File: src/rtl/acc_seq_pkg.sv
// Shared encodings for the accumulator sequencer.
// Assumes a 5-bit operation code and a 16-state code space (4 bits).
package acc_seq_pkg;

    localparam int OPC_W   = 5;
    localparam int STATE_W = 4;
    localparam int GRP_W   = 2;               // top code bits that select the implemented group
    localparam int SEL_W   = OPC_W - GRP_W;   // bits that pick the instruction inside the group

    typedef enum logic [STATE_W-1:0] {
        ST_RST0    = 4'd0,
        ST_RST1    = 4'd1,
        ST_FETCH   = 4'd2,
        ST_ARITH   = 4'd3,
        ST_UNARY   = 4'd4,
        ST_ST_ADR  = 4'd5,
        ST_ST_WR   = 4'd6,
        ST_ST_RSV  = 4'd7,
        ST_LD_ADR  = 4'd8,
        ST_LD_RD   = 4'd9,
        ST_LD_WB   = 4'd10,
        ST_BR_CHK  = 4'd11,
        ST_BR_TAKE = 4'd12,
        ST_JMP     = 4'd13
    } seq_state_e;

    typedef enum logic [2:0] {
        ALU_PASS = 3'd0,
        ALU_INV  = 3'd1,
        ALU_AND  = 3'd2,
        ALU_ADD  = 3'd3,
        ALU_HALF = 3'd4
    } alu_fn_e;

    typedef enum logic [1:0] {
        BUS_IDLE  = 2'd0,
        BUS_READ  = 2'd1,
        BUS_WRITE = 2'd2
    } bus_op_e;

    typedef enum logic [1:0] {
        PCN_HOLD   = 2'd0,
        PCN_ZERO   = 2'd1,
        PCN_STEP   = 2'd2,
        PCN_TARGET = 2'd3
    } pc_next_e;

    typedef enum logic [1:0] {
        ADR_HOLD = 2'd0,
        ADR_PC   = 2'd1,
        ADR_DI   = 2'd2
    } adr_src_e;

    typedef struct packed {
        alu_fn_e  alu;
        bus_op_e  bus;
        pc_next_e pcn;
        adr_src_e adr;
        logic     di_we;
        logic     ac_we;
    } ctrl_t;

    // Selector values inside the implemented group (low three code bits)
    localparam logic [SEL_W-1:0] SEL_INV  = 3'b000;
    localparam logic [SEL_W-1:0] SEL_HALF = 3'b001;
    localparam logic [SEL_W-1:0] SEL_BRN  = 3'b010;
    localparam logic [SEL_W-1:0] SEL_JMP  = 3'b011;
    localparam logic [SEL_W-1:0] SEL_STO  = 3'b100;
    localparam logic [SEL_W-1:0] SEL_LDA  = 3'b101;
    localparam logic [SEL_W-1:0] SEL_AND  = 3'b110;
    localparam logic [SEL_W-1:0] SEL_ADD  = 3'b111;

    localparam ctrl_t CTRL_IDLE = '{alu: ALU_PASS, bus: BUS_IDLE, pcn: PCN_HOLD,
                                    adr: ADR_HOLD, di_we: 1'b0, ac_we: 1'b0};

endpackage

File: src/rtl/acc_seq_state.sv
// State register and held operation code.
// Captures the code presented during fetch so execute steps do not depend
// on the live data bus. Synchronous active-low reset.
module acc_seq_state
    import acc_seq_pkg::*;
(
    input  logic             clk,
    input  logic             rst_n,
    input  seq_state_e       nxt,
    input  logic [OPC_W-1:0] fetch_opc,
    output seq_state_e       cur,
    output logic [OPC_W-1:0] opc_q
);

    logic rst_seen;

    // Advance the state, or force the first reset step.
    always_ff @(posedge clk) begin
        if (!rst_n) cur <= ST_RST0;
        else        cur <= nxt;
    end

    // Hold the code of the instruction being fetched.
    always_ff @(posedge clk) begin
        if (!rst_n)               opc_q <= '0;
        else if (cur == ST_FETCH) opc_q <= fetch_opc;
    end

    // Remember that reset was sampled at the previous edge (checking only).
    always_ff @(posedge clk) begin
        rst_seen <= !rst_n;
    end

    // A sampled reset must leave the machine in the first reset step.
    always @(posedge clk) begin
        if (rst_seen) begin
            assert_reset_state_R1: assert (cur == ST_RST0)
                else $error("state %0d after reset", cur);
        end
    end

endmodule

File: src/rtl/acc_seq_next.sv
// Next-state logic. Purely combinational.
// Assumes acc_sign is stable during the branch-check step.
module acc_seq_next
    import acc_seq_pkg::*;
(
    input  seq_state_e       cur,
    input  logic [OPC_W-1:0] fetch_opc,
    input  logic             acc_sign,
    output seq_state_e       nxt
);

    logic             grp_ok;
    logic [SEL_W-1:0] sel;

    // Split the live code into group and selector.
    always_comb begin
        grp_ok = (fetch_opc[OPC_W-1 -: GRP_W] == '0);
        sel    = fetch_opc[SEL_W-1:0];
    end

    // Pick the successor of the current state.
    always_comb begin
        nxt = ST_FETCH;
        unique case (cur)
            ST_RST0:   nxt = ST_RST1;
            ST_RST1:   nxt = ST_FETCH;
            ST_FETCH: begin
                if (!grp_ok) begin
                    nxt = ST_FETCH;
                end else begin
                    case (sel)
                        SEL_INV, SEL_HALF: nxt = ST_UNARY;
                        SEL_BRN:           nxt = ST_BR_CHK;
                        SEL_JMP:           nxt = ST_JMP;
                        SEL_STO:           nxt = ST_ST_ADR;
                        SEL_LDA:           nxt = ST_LD_ADR;
                        default:           nxt = ST_ARITH;
                    endcase
                end
            end
            ST_ST_ADR: nxt = ST_ST_WR;
            ST_LD_ADR: nxt = ST_LD_RD;
            ST_LD_RD:  nxt = ST_LD_WB;
            ST_BR_CHK: nxt = acc_sign ? ST_BR_TAKE : ST_FETCH;
            default:   nxt = ST_FETCH;
        endcase
    end

endmodule

File: src/rtl/acc_seq_decode.sv
// Control-word decoder. Purely combinational.
// Every step that ends an instruction restores the fetch rule
// (address <- PC, PC <- PC + 2) unless it redirects to a target.
module acc_seq_decode
    import acc_seq_pkg::*;
(
    input  seq_state_e       cur,
    input  logic [OPC_W-1:0] fetch_opc,
    input  logic [OPC_W-1:0] opc_q,
    output ctrl_t            ctrl
);

    logic fetch_known;

    // Decide whether the live code belongs to the implemented group.
    always_comb begin
        fetch_known = (fetch_opc[OPC_W-1 -: GRP_W] == '0);
    end

    // Drive the control word for the current step.
    always_comb begin
        ctrl = CTRL_IDLE;
        unique case (cur)
            ST_RST0: begin
                ctrl.pcn = PCN_ZERO;
            end
            ST_RST1: begin
                ctrl.adr = ADR_PC;
                ctrl.pcn = PCN_STEP;
            end
            ST_FETCH: begin
                ctrl.bus   = BUS_READ;
                ctrl.di_we = 1'b1;
                if (!fetch_known) begin
                    ctrl.adr = ADR_PC;
                    ctrl.pcn = PCN_STEP;
                end
            end
            ST_ARITH: begin
                ctrl.alu   = opc_q[0] ? ALU_ADD : ALU_AND;
                ctrl.ac_we = 1'b1;
                ctrl.adr   = ADR_PC;
                ctrl.pcn   = PCN_STEP;
            end
            ST_UNARY: begin
                ctrl.alu   = opc_q[0] ? ALU_HALF : ALU_INV;
                ctrl.ac_we = 1'b1;
                ctrl.adr   = ADR_PC;
                ctrl.pcn   = PCN_STEP;
            end
            ST_ST_ADR, ST_LD_ADR: begin
                ctrl.adr = ADR_DI;
            end
            ST_ST_WR: begin
                ctrl.bus = BUS_WRITE;
                ctrl.adr = ADR_PC;
                ctrl.pcn = PCN_STEP;
            end
            ST_LD_RD: begin
                ctrl.bus   = BUS_READ;
                ctrl.di_we = 1'b1;
            end
            ST_LD_WB: begin
                ctrl.alu   = ALU_PASS;
                ctrl.ac_we = 1'b1;
                ctrl.adr   = ADR_PC;
                ctrl.pcn   = PCN_STEP;
            end
            ST_BR_CHK: begin
                ctrl.adr = ADR_PC;
                ctrl.pcn = PCN_STEP;
            end
            ST_BR_TAKE, ST_JMP: begin
                ctrl.adr = ADR_DI;
                ctrl.pcn = PCN_TARGET;
            end
            default: begin
                ctrl = CTRL_IDLE;
            end
        endcase
    end

endmodule

File: src/rtl/acc_seq_ctrl.sv
// Top of the accumulator instruction sequencer.
// Joins state register, next-state logic and decoder; keeps the memory
// bus idle whenever reset is asserted. Assumes opcode_in carries the
// instruction code while the fetch read is on the bus.
module acc_seq_ctrl
    import acc_seq_pkg::*;
(
    input  logic                 clk,
    input  logic                 rst_n,
    input  logic [OPC_W-1:0]     opcode_in,
    input  logic                 acc_sign,
    output logic [STATE_W-1:0]   state_o,
    output logic [2:0]           alu_fn,
    output logic [1:0]           bus_op,
    output logic [1:0]           pc_next,
    output logic [1:0]           adr_src,
    output logic                 di_we,
    output logic                 ac_we
);

    seq_state_e       cur;
    seq_state_e       nxt;
    logic [OPC_W-1:0] opc_q;
    ctrl_t            ctrl;

    acc_seq_state u_state (
        .clk       (clk),
        .rst_n     (rst_n),
        .nxt       (nxt),
        .fetch_opc (opcode_in),
        .cur       (cur),
        .opc_q     (opc_q)
    );

    acc_seq_next u_next (
        .cur       (cur),
        .fetch_opc (opcode_in),
        .acc_sign  (acc_sign),
        .nxt       (nxt)
    );

    acc_seq_decode u_dec (
        .cur       (cur),
        .fetch_opc (opcode_in),
        .opc_q     (opc_q),
        .ctrl      (ctrl)
    );

    // Present the control word; reset silences the memory bus.
    always_comb begin
        state_o = cur;
        alu_fn  = ctrl.alu;
        bus_op  = rst_n ? ctrl.bus : BUS_IDLE;
        pc_next = ctrl.pcn;
        adr_src = ctrl.adr;
        di_we   = ctrl.di_we;
        ac_we   = ctrl.ac_we;
    end

    // Reset steps never touch memory.
    assert_reset_quiet_R1: assert property (@(posedge clk) disable iff (!rst_n)
        (cur == ST_RST0 || cur == ST_RST1) |-> bus_op == BUS_IDLE);

    // Reset sequence order.
    assert_reset_seq_R2: assert property (@(posedge clk) disable iff (!rst_n)
        cur == ST_RST0 |=> cur == ST_RST1);
    assert_reset_fetch_R2: assert property (@(posedge clk) disable iff (!rst_n)
        cur == ST_RST1 |=> cur == ST_FETCH);

    // Fetch always reads into DI and dispatches to a legal first step.
    assert_fetch_read_R3: assert property (@(posedge clk) disable iff (!rst_n)
        cur == ST_FETCH |-> (bus_op == BUS_READ && di_we));
    assert_dispatch_R3: assert property (@(posedge clk) disable iff (!rst_n)
        cur == ST_FETCH |=> cur inside {ST_FETCH, ST_ARITH, ST_UNARY, ST_ST_ADR,
                                        ST_LD_ADR, ST_BR_CHK, ST_JMP});

    // Two-operand step writes AC with AND or ADD.
    assert_arith_R4: assert property (@(posedge clk) disable iff (!rst_n)
        cur == ST_ARITH |-> (ac_we && (alu_fn == ALU_AND || alu_fn == ALU_ADD)));

    // One-operand step writes AC with complement or halve.
    assert_unary_R5: assert property (@(posedge clk) disable iff (!rst_n)
        cur == ST_UNARY |-> (ac_we && (alu_fn == ALU_INV || alu_fn == ALU_HALF)));

    // Load operand read.
    assert_load_read_R6: assert property (@(posedge clk) disable iff (!rst_n)
        cur == ST_LD_RD |-> (bus_op == BUS_READ && di_we) ##1 cur == ST_LD_WB);

    // Store write restores the fetch rule in the same step.
    assert_store_write_R7: assert property (@(posedge clk) disable iff (!rst_n)
        cur == ST_ST_WR |-> (bus_op == BUS_WRITE && adr_src == ADR_PC && pc_next == PCN_STEP));

    // Branch on sign.
    assert_branch_not_R8: assert property (@(posedge clk) disable iff (!rst_n)
        (cur == ST_BR_CHK && !acc_sign) |=> cur == ST_FETCH);
    assert_branch_taken_R9: assert property (@(posedge clk) disable iff (!rst_n)
        (cur == ST_BR_CHK && acc_sign) |=> cur == ST_BR_TAKE);

    // Jump redirects both address and PC.
    assert_jump_R10: assert property (@(posedge clk) disable iff (!rst_n)
        cur == ST_JMP |-> (adr_src == ADR_DI && pc_next == PCN_TARGET) ##1 cur == ST_FETCH);

    // Outside reset, the bus is never driven to the unused code.
    assert_bus_legal_R3: assert property (@(posedge clk) disable iff (!rst_n)
        bus_op != 2'b11);

endmodule

File: config.mk
export PLATFORM = sky130hd
export DESIGN_NAME = acc_seq_ctrl
export DESIGN_NICKNAME = d
export VERILOG_FILES = /design/src/rtl/acc_seq_pkg.sv /design/src/rtl/acc_seq_state.sv /design/src/rtl/acc_seq_next.sv /design/src/rtl/acc_seq_decode.sv /design/src/rtl/acc_seq_ctrl.sv
export SDC_FILE = /design/constraint.sdc
export NUM_CORES = 1
export LEC_CHECK = 0
export BUFFER_PORTS_ARGS = -buffer_cell sky130_fd_sc_hd__buf_2
export CORE_UTILIZATION = 49
export DETAILED_ROUTE_END_ITERATION = 16
export PLACE_DENSITY_LB_ADDON = 0.12
export SETUP_SLACK_MARGIN = 0.15
export SYNTH_ARGS = -nofsm -noshare
export SYNTH_HDL_FRONTEND = slang
export SYNTH_HIERARCHICAL = 1
export SYNTH_SLANG_ARGS = --single-unit
File: constraint.sdc
create_clock -name clk -period 2 [get_ports clk]
set_clock_uncertainty 0.1 [all_clocks]
set_input_delay 0.4 -clock clk [delete_from_list [all_inputs] [get_ports clk]]
set_output_delay 0.4 -clock clk [all_outputs]
set_load 0.01 [all_outputs]
==> results.rst <==
.. list-table::
   :header-rows: 1

   * - Metric
     - Value
   * - Run status
     - finished, final reports clean
   * - Required time of the critical path
     - 1500 ps
   * - Total global routing track utilization
     - 22.0%
   * - Filler cell count in the final layout
     - 87
   * - Die outline area
     - 0.00127 sq mm
   * - Placed Area
     - 667 sq um
   * - RSZ-0062 raised after global routing
     - no
   * - Die X
     - 35.6 um
   * - Number of buffers created by CTS
     - 3
   * - Pin count of the biggest net entering global routing
     - 15
   * - Final nets
     - 104
   * - Footprint of the flip-flops and latches
     - 113 sq um
   * - HP Class
     - input pin to flop
   * - Number of vias per cell
     - 5.37
   * - Warnings from Yosys
     - 6
   * - Clock tree from TritonCTS
     - built
   * - Final GP Congestion
     - 0.861
   * - Average routed wire per standard cell
     - 11.4 um
   * - HPWL Detailed
     - 870 um
   * - H-tree depth
     - 1
   * - Final routed DRC violation total
     - 0
   * - Clock slew seen by the registers of the worst setup and hold paths
     - 40 ps
   * - Post-DRT Antenna Nets
     - 0
   * - Number of I/O pins
     - 23
   * - Diodes inserted
     - 0
   * - Via count of the first global-routing pass
     - 493
   * - Final setup slack of the worst path
     - 165 ps
   * - Time the final worst path needs with I/O delays and setup
     - 1830 ps
   * - Max IR drop VDD
     - 0.376 mV
   * - Hold buffer count at cts
     - 0
   * - Effective utilization at floorplan
     - 55.8%
   * - Count of buffers from port buffering
     - 22
   * - Y dimension of the die
     - 35.6 um
   * - Critical Path Start Type
     - input pin
   * - Post-Place Worst Slack
     - 208 ps
   * - Detailed Routing Iterations Pass 1
     - 4
   * - Final design area excluding fillers
     - 733 sq um
   * - Type of the worst setup path
     - input pin to output pin
   * - Number of DRC markers after the initial detailed-route iteration
     - 8
   * - Via total after detailed routing
     - 580
   * - Final period util
     - 91.7%
   * - Endpoint arrival time on the critical path
     - 1330 ps
   * - FP Rows
     - 11
   * - Final total negative setup slack
     - 0 ps
   * - Per-instance average area after synthesis
     - 7.79 sq um
   * - Summed instance area of the synthesized netlist
     - 553 sq um
   * - Post-CTS Setup Bufs
     - 0
   * - Leakage Power
     - 0.351 nW
   * - Slew Viols, Final
     - 0
   * - Max Root-Sink Buffers
     - 2
   * - Area used by multi-input combinational logic
     - 422 sq um
   * - Number of failing hold endpoints at the final stage
     - 0
   * - Crit path capture type
     - output pin
   * - Transition at the pin with the smallest max-transition slack
     - 241 ps
   * - Worst relative slew slack
     - 83.9%
   * - Number of clock sinks seen by CTS
     - 5
   * - Count of cells along the worst hold path
     - 3
   * - Worst reg-to-reg path cell count
     - 4
   * - Maximum fanout encountered on the critical timing path
     - 2
   * - Wire length of the first global-routing pass
     - 2.05 mm
   * - Area growth from synthesis to final layout
     - 32.6%
   * - Root Buffer
     - sky130_fd_sc_hd__clkbuf_4
   * - Sum of overflow across all layers after global routing
     - 0
   * - Max Fclk
     - 545 MHz
   * - Post-synth net total
     - 79
   * - Drt total wl
     - 1.24 mm
   * - Gate count after technology mapping
     - 71
   * - Maximum capacitance violations
     - 0
   * - Finish-stage setup viols
     - 0
   * - Clock latency of the later-clocked register in the worst-skew pair
     - 250 ps
   * - Fraction of layout instances using a drive strength above 1
     - 42.1%
   * - Core region area
     - 991 sq um
   * - Antenna violations before repair
     - 0
   * - Power per Cell Area
     - 529 mW/mm^2
==> state kept, by name, summed over array words and instances, names as in the netlist <==
| register | cells |
|---|---|
| u_state/opc_q | 1 |
| u_state/cur | 4 |
==> worst paths after layout <==
| path | start | to | slack, ps |
|---|---|---|---|
| max | opcode_in[4] | pc_next[1] | 170 |
| min | opcode_in[0] | u_state/opc_q[0] | 340 |
| max reg2reg | u_state/cur[3] | u_state/cur[0] | 550 |
| min reg2reg | u_state/opc_q[0] | u_state/opc_q[0] | 430 |
==> worst max-delay path, cell delays in order <==
cell and delay, ps:
sky130_fd_sc_hd__buf_2 100, sky130_fd_sc_hd__or2_0 230, sky130_fd_sc_hd__o2bb2ai_1 170, sky130_fd_sc_hd__a211o_1 300, sky130_fd_sc_hd__buf_2 140
==> cell type report <==
cell class,instances,area share [%]
clock buffer,4,3.58
inverter,1,0.512
multi-input combinational,59,57.5
sequential,5,15.4
tap,13,2.22
timing repair buffer,26,20.8
==> per-layer routing <==
metal	vias up	share of wire (%)	global-route usage (%)
li1	301	-	-
met5	-	0	0
met2	15	46	35.6
met3	3	3.6	3.82
met4	0	2.0	11.5
met1	261	49	27.4
==> report_power, final <==
group | switching (mW) | internal (mW) | leakage [nW]
Sequential | 0.0159 | 0.106 | 0.0434
Combinational | 0.0717 | 0.0751 | 0.293
Clock | 0.0442 | 0.0756 | 0.0150
Total | 0.132 | 0.256 | 0.351
==> per-stage QoR <==
step	cells	total power, mW	util (%)	hold slack (ps)
global placement	104	0.258	67.3	375
detailed placement	104	0.259	67.3	382
floorplan	71	0.218	-	357
CTS	108	0.385	71.3	341
finish	108	0.388	74.0	343
global route	108	0.419	74.0	348
==> cell usage in the layout, fill, tap and decap left out, types with 2 or more instances in the layout <==
cell type / n
sky130_fd_sc_hd__a21oi_1: 6
sky130_fd_sc_hd__a32o_1: 2
sky130_fd_sc_hd__and2_1: 6
sky130_fd_sc_hd__buf_2: 22
sky130_fd_sc_hd__buf_4: 3
sky130_fd_sc_hd__clkbuf_4: 3
sky130_fd_sc_hd__dfxtp_4: 3
sky130_fd_sc_hd__mux2i_1: 3
sky130_fd_sc_hd__nand2_1: 8
sky130_fd_sc_hd__nand2b_1: 2
sky130_fd_sc_hd__nor2_1: 6
sky130_fd_sc_hd__nor2b_1: 2
sky130_fd_sc_hd__nor4b_4: 2
==> repair_timing <==
item	in CTS	in global routing
pin swaps	0	1
gates resized for setup	5	7
endpoints found under the setup margin	7	4
(Power assumes the default switching activity.)
